<file path="config.mk">
export PLATFORM = sky130hd
export DESIGN_NAME = hcv_widen
export DESIGN_NICKNAME = d
export VERILOG_FILES = /design/src/rtl/hcv_pkg.sv /design/src/rtl/hcv_lzc.sv /design/src/rtl/hcv_decode.sv /design/src/rtl/hcv_assemble.sv /design/src/rtl/hcv_widen.sv
export SDC_FILE = /design/constraint.sdc
export NUM_CORES = 1
export LEC_CHECK = 0
export BUFFER_PORTS_ARGS = -buffer_cell sky130_fd_sc_hd__buf_2
export CAP_MARGIN = 20
export CORE_MARGIN = 10
export CORE_UTILIZATION = 35
export CTS_BUF_LIST = sky130_fd_sc_hd__clkbuf_4
export CTS_CLUSTER_SIZE = 14
export DETAILED_ROUTE_END_ITERATION = 16
export PLACE_DENSITY = 0.69
export SETUP_SLACK_MARGIN = 0.5
export SLEW_MARGIN = 40
export SYNTH_ARGS = -nofsm -noshare
export SYNTH_HDL_FRONTEND = slang
export SYNTH_SLANG_ARGS = --single-unit
export TNS_END_PERCENT = 10
</file>
<file path="constraint.sdc">
create_clock -name clk -period 7.3 [get_ports clk]
set_clock_uncertainty 0.15 [all_clocks]
set_input_delay 1.46 -clock clk [delete_from_list [all_inputs] [get_ports clk]]
set_output_delay 1.46 -clock clk [all_outputs]
set_load 0.01 [all_outputs]
</file>
<file path="src/rtl/hcv_pkg.sv">
package hcv_pkg;

  // Class code carried beside each widened word
  typedef enum logic [2:0] {
    HCV_ZERO = 3'd0,
    HCV_SUB  = 3'd1,
    HCV_NORM = 3'd2,
    HCV_INF  = 3'd3,
    HCV_NAN  = 3'd4
  } hcv_class_e;

endpackage

</file>
<file path="src/rtl/hcv_lzc.sv">
module hcv_lzc #(
  parameter int W = 10,
  localparam int CW = $clog2(W + 1)
) (
  input  logic [W-1:0]  vec,
  output logic [CW-1:0] count
);

  // Scan from the bottom bit up, so the highest set bit is the last to write
  always_comb begin
    count = CW'(W);
    for (int i = 0; i < W; i++) begin
      if (vec[i]) count = CW'(W - 1 - i);
    end
  end


  always_comb begin
    if (vec != '0) begin
      lzc_lead_one_chk: assert (vec[W - 1 - int'(count)] == 1'b1);
    end
  end

endmodule

</file>
<file path="src/rtl/hcv_decode.sv">
module hcv_decode
  import hcv_pkg::*;
#(
  parameter int HEW = 5,
  parameter int HFW = 10
) (
  input  logic [HEW+HFW:0] half,
  input  logic             alt_mode,
  output logic             sign,
  output logic [HEW-1:0]   exp_f,
  output logic [HFW-1:0]   frac_f,
  output hcv_class_e       cls
);

  assign sign   = half[HEW+HFW];
  assign exp_f  = half[HEW+HFW-1 -: HEW];
  assign frac_f = half[HFW-1:0];

  logic exp_zero;
  logic exp_full;
  logic frac_zero;

  assign exp_zero  = (exp_f == '0);
  assign exp_full  = (exp_f == '1);
  assign frac_zero = (frac_f == '0);

  always_comb begin
    if (exp_zero) begin
      cls = frac_zero ? HCV_ZERO : HCV_SUB;
    end else if (exp_full && !alt_mode) begin
      cls = frac_zero ? HCV_INF : HCV_NAN;
    end else begin
      cls = HCV_NORM;
    end
  end

endmodule

</file>
<file path="src/rtl/hcv_assemble.sv">
module hcv_assemble
  import hcv_pkg::*;
#(
  parameter int HEW = 5,
  parameter int HFW = 10,
  parameter int SEW = 8,
  parameter int SFW = 23,
  localparam int CW = $clog2(HFW + 1),
  localparam int SW = 1 + SEW + SFW
) (
  input  logic           sign,
  input  logic [HEW-1:0] exp_f,
  input  logic [HFW-1:0] frac_f,
  input  hcv_class_e     cls,
  input  logic [CW-1:0]  lzc,
  output logic [SW-1:0]  word
);

  localparam int HBIAS = (1 << (HEW - 1)) - 1;
  localparam int SBIAS = (1 << (SEW - 1)) - 1;
  localparam int PAD   = SFW - HFW;
  localparam logic [SEW-1:0] REBIAS = SEW'(SBIAS - HBIAS);

  logic [CW:0]    shamt;
  logic [HFW-1:0] sub_frac;
  logic [SEW-1:0] sub_exp;
  logic [SEW-1:0] norm_exp;

  assign shamt    = {1'b0, lzc} + (CW+1)'(1);
  assign sub_frac = frac_f << shamt;
  assign sub_exp  = REBIAS - SEW'(lzc);
  assign norm_exp = REBIAS + SEW'(exp_f);

  always_comb begin
    unique case (cls)
      HCV_ZERO: word = {sign, {(SW-1){1'b0}}};
      HCV_SUB:  word = {sign, sub_exp, sub_frac, {PAD{1'b0}}};
      HCV_INF:  word = {sign, {SEW{1'b1}}, {SFW{1'b0}}};
      HCV_NAN:  word = {sign, {SEW{1'b1}}, 1'b1, frac_f[HFW-2:0], {PAD{1'b0}}};
      default:  word = {sign, norm_exp, frac_f, {PAD{1'b0}}};
    endcase
  end


  always_comb begin
    if (cls == HCV_SUB) begin
      sub_exp_range_chk: assert ((word[SW-2 -: SEW] <= REBIAS) &&
                                 (word[SW-2 -: SEW] >= REBIAS - SEW'(HFW - 1)));
    end
  end

endmodule

</file>
<file path="src/rtl/hcv_widen.sv">
module hcv_widen
  import hcv_pkg::*;
#(
  parameter int HEW = 5,
  parameter int HFW = 10,
  parameter int SEW = 8,
  parameter int SFW = 23
) (
  input  logic               clk,
  input  logic               rst,
  input  logic               in_valid,
  input  logic [HEW+HFW:0]   in_half,
  input  logic               alt_mode,
  output logic               out_valid,
  output logic [SEW+SFW:0]   out_single,
  output logic [2:0]         out_class
);

  localparam int CW = $clog2(HFW + 1);
  localparam int SW = 1 + SEW + SFW;

  logic           d_sign;
  logic [HEW-1:0] d_exp;
  logic [HFW-1:0] d_frac;
  hcv_class_e     d_cls;
  logic [CW-1:0]  d_lzc;
  logic [SW-1:0]  d_word;

  hcv_decode #(.HEW(HEW), .HFW(HFW)) u_decode (
    .half     (in_half),
    .alt_mode (alt_mode),
    .sign     (d_sign),
    .exp_f    (d_exp),
    .frac_f   (d_frac),
    .cls      (d_cls)
  );

  hcv_lzc #(.W(HFW)) u_lzc (
    .vec   (d_frac),
    .count (d_lzc)
  );

  hcv_assemble #(.HEW(HEW), .HFW(HFW), .SEW(SEW), .SFW(SFW)) u_assemble (
    .sign   (d_sign),
    .exp_f  (d_exp),
    .frac_f (d_frac),
    .cls    (d_cls),
    .lzc    (d_lzc),
    .word   (d_word)
  );

  always_ff @(posedge clk) begin
    if (rst) out_valid <= 1'b0;
    else     out_valid <= in_valid;
  end

  // Data registers need no reset: out_valid qualifies them
  always_ff @(posedge clk) begin
    if (in_valid) begin
      out_single <= d_word;
      out_class  <= d_cls;
    end
  end


  idle_hold_chk: assert property (@(posedge clk) disable iff (rst)
    !in_valid |=> ($stable(out_single) && $stable(out_class)));


  sign_keep_chk: assert property (@(posedge clk) disable iff (rst)
    in_valid |=> (out_single[SW-1] == $past(in_half[HEW+HFW])));


  alt_no_special_chk: assert property (@(posedge clk) disable iff (rst)
    (in_valid && alt_mode) |=> ((out_class != 3'(HCV_INF)) && (out_class != 3'(HCV_NAN))));


  nan_quiet_chk: assert property (@(posedge clk) disable iff (rst)
    (out_valid && out_class == 3'(HCV_NAN)) |->
      ((out_single[SW-2 -: SEW] == '1) && out_single[SFW-1]));


  inf_shape_chk: assert property (@(posedge clk) disable iff (rst)
    (out_valid && out_class == 3'(HCV_INF)) |->
      ((out_single[SW-2 -: SEW] == '1) && (out_single[SFW-1:0] == '0)));

endmodule

</file>
==> impl_summary.log <==
[metrics] sort of element at the start of the critical path: input port
[metrics] Netlist cell types: 53
[metrics] element type at the critical path end: flip-flop
[metrics] Syn. warnings: 0
[metrics] top_reg_cell synth: edfxtp_1
[metrics] Inserted Clock Buffers: 3
[metrics] Die Footprint: 7844 sq um
[metrics] number of synthesized flops with an enable pin: 21
[metrics] Hold Path Origin: rst
[metrics] worst relative slew slack: 0.6524
[metrics] # nets final: 228
[metrics] number of cells upsized or downsized after cts: 0
[metrics] Worst Hold Margin: roughly 1.2 ns
[metrics] clock transition at the register clock pins on the worst setup and hold paths after CTS: about 0.11 ns
[metrics] Placer Congestion: roughly 0.96
[metrics] met3 usage: 0.01838
[metrics] hold path endpoint: out_valid$_SDFF_PP0_
[metrics] vias: between 1000 and 1500
[metrics] number of top-level design ports: 56
[metrics] setup slack of the critical path after layout: 3.156 ns
[metrics] total of fill cells in the finished design: 454
[metrics] Critical-path top delay cell: ha_1
[metrics] classification of the worst setup path: input port to flip-flop
[metrics] maximum VDD drop: roughly 0.044 mV
[metrics] post-synthesis instance area: 1645 sq um
[metrics] antenna violations before repair: 0
[metrics] detailed-router iteration count before antenna repair: 4
[metrics] DP HPWL: about 3400 microns
[metrics] number of cell rows: 24
[metrics] Min Clock Period, post-route: 4.144 ns
[metrics] most utilized layer in the global route result: met2
[metrics] buffers from clock root to sink, at most: 2
[metrics] die height: 88.57 microns
[metrics] required time of the worst setup path: 7.21 ns
[metrics] maximum fanout count along the critical path: 15
[metrics] standard cell area after detailed placement: 1810 sq um
[metrics] GRT overflow: 0
[metrics] design area: roughly 1800 sq um
[metrics] leak pwr: 0.7721 nW
[metrics] hold violation total from the final report: 0
[metrics] max_cap viols: 0
[metrics] total routing usage reported by global routing: 0.1027
[metrics] Pins Over Slew Limit: 0
[metrics] pre-CTS setup slack: about 2.9 ns
[metrics] post-synthesis sequential element count: 22
[metrics] routed wirelength normalized by instance count: roughly 16 microns
[metrics] Vias per Instance: between 5 and 6
[metrics] sequential element share of the synthesized area: 0.3954
[metrics] count of hold buffers inserted by post-cts repair: 0
[metrics] slowest cell delay on critical path: between 0.5 and 0.6 ns
[metrics] number of standard cells in the layout, taps in and fillers out: 257
[metrics] DRC violation total after the first TritonRoute iteration: about 110
[metrics] number of nets with antenna violations after routing: 0
[metrics] Post-Syn Area per Cell: between 9 and 10 sq um
[metrics] vias in the first global route: about 1400
[metrics] Min-Delay Path Class: input port to flip-flop
[metrics] number of placed instances, taps included: 253
[metrics] crit path cell chain: buf_2, or4_4, o21bai_4, and2_4, ha_1, inv_1, a2bb2oi_1, a21oi_1, o21ai_0, a32o_1
[metrics] power per standard cell area: 156.6 nW/um^2
[metrics] H-tree depth: 1
[metrics] area grow syn2layout: 11.63%
[metrics] die width: approximately 90 microns
[metrics] M1 GR Usage: 0.1306
[metrics] wire length of the first global-routing pass: between 6000 and 7000 microns
[metrics] clock tree from TritonCTS: built
[metrics] area of the placeable core: 4444 sq um
[metrics] sequential cell area: between 600 and 700 sq um
[metrics] Tightest Pin Transition: between 0.5 and 0.6 ns
[metrics] Hold Crit Depth: 2
[metrics] # DRC: 0
[metrics] area of combinational cells with multiple inputs: ~850 sq um
[metrics] total number of clock tree sinks: 22
[metrics] root cell of the clock tree: clkbuf_4
[metrics] result of the run: finished clean
[metrics] fmax: approximately 0.24 GHz
[metrics] largest net degree at the start of global routing: 23
[metrics] Buffers on Ports: 42
[metrics] Antenna diodes: 0
[metrics] WL final: slightly above 4000 microns
[metrics] global routing met2 resource utilization: 0.1674
[metrics] layout cell share with drive strength beyond 1: 0.2780
[metrics] Total Neg Setup Slack: 0 ns
[metrics] async set or reset register ratio after synthesis: 0
[metrics] effective utilization at floorplan: 0.3702
[metrics] number of instances in the synthesized netlist: between 150 and 200
[metrics] RSZ-0062 raised after global routing: false
[metrics] ratio of final minimum period to clock period: 0.5677
[metrics] data arrival time at the worst-slack endpoint: approximately 4.1 ns
[metrics] final setup violating endpoints: 0
[metrics] setup fix buffers added after clock tree synthesis: 0
## cells in the mapped netlist, drive strengths merged (2+ instances only)
| master | number | area share |
|---|---|---|
| a22o | 3 | 0.016 |
| inv | 8 | 0.018 |
| a21oi | 5 | 0.024 |
| buf | 18 | 0.083 |
| a211oi | 3 | 0.014 |
| o2bb2ai | 2 | 0.011 |
| nand3 | 6 | 0.018 |
| nand2 | 13 | 0.030 |
| or4 | 2 | 0.014 |
| nor2b | 5 | 0.019 |
| xor2 | 2 | 0.011 |
| ha | 2 | 0.015 |
| edfxtp | 21 | 0.38 |
| nor3b | 2 | 0.0091 |
| nor3 | 2 | 0.0061 |
| a32o | 5 | 0.030 |
| nand2b | 3 | 0.011 |
| and2 | 2 | 0.0091 |
| o22ai | 2 | 0.0076 |
| o21bai | 5 | 0.030 |
| o21ai | 9 | 0.027 |
| nor4 | 2 | 0.0076 |
| clkbuf | 5 | 0.011 |
| nor2 | 19 | 0.043 |
| mux2i | 6 | 0.044 |
## worst max-delay path by stage
stage / startpoint / end / slack [ns]
floorplan: in_half[9] / out_single[22]$_DFFE_PP_ / 3.14
global placement: in_half[9] / out_single[21]$_DFFE_PP_ / 2.94
detailed placement: in_half[9] / out_single[21]$_DFFE_PP_ / 2.87
CTS: in_half[9] / out_single[21]$_DFFE_PP_ / 3.18
global route: in_half[9] / out_single[21]$_DFFE_PP_ / 3.00
finish: in_half[9] / out_single[21]$_DFFE_PP_ / 3.16
## layout make-up
class	count	share of cell area
Clock buffer	3	0.01226
Clock inverter	1	0.002044
Inverter	8	0.01635
Multi-Input combinational cell	129	0.4653
Sequential cell	22	0.3542
Tap cell	52	0.03542
Timing Repair Buffer	42	0.1144
## metal layers
layer | share of wire | wire, microns
met1 | 0.46 | 1875
met2 | 0.44 | 1830
met3 | 0.087 | 358
met4 | 0.012 | 51
met5 | 0 | 0
## cell usage in the layout, fill, tap and decap left out, drive strengths merged, types with 5 or more instances in the layout
cell,count
a21oi,5
a32o,5
buf,42
conb,13
edfxtp,21
inv,8
mux2i,6
nand2,13
nand3,6
nor2,19
nor2b,5
o21ai,9
o21bai,5
## where the power goes
group          internal [mW]  total [mW]  switching, mW
Sequential             0.149       0.151        0.00204
Clock                 0.0199      0.0536         0.0337
Combinational         0.0318      0.0829         0.0512
## flip-flops by register name, summed over array words and instances (netlist names)
register    cells
out_class       3
out_valid       1
out_single     18
## logic make-up (layout without fill, tap and decap cells)
family | count (synthesis) | count (layout) | synth area share
AOI/OAI and AO/OA | 46 | 46 | 0.2289
xor gates and xnor gates | 3 | 3 | 0.02054
adders and majority gates | 2 | 2 | 0.01521
buffers and inverters | 31 | 54 | 0.1125
DFF | 22 | 22 | 0.3954
muxes | 6 | 6 | 0.04411
other | 1 | 13 | 0.002279
and+or+nand+nor | 59 | 59 | 0.1810
## per-stage QoR
step | power, mW | util
after floorplan | 0.2149 | -
after global placement | 0.2359 | 0.4074
after detailed placement | 0.2369 | 0.4074
after CTS | 0.2897 | 0.4133
after global routing | 0.3046 | 0.4133
final | 0.2876 | 0.4133
## worst max-delay path: cells and delay by family
kind	cells	cell delay, ns
and+or+nand+nor	2	0.75
AOI/OAI and AO/OA	5	0.86
adders and majority gates	1	0.57
buffers and inverters	2	0.41
No activity file was read; power rests on OpenSTA's default activity.
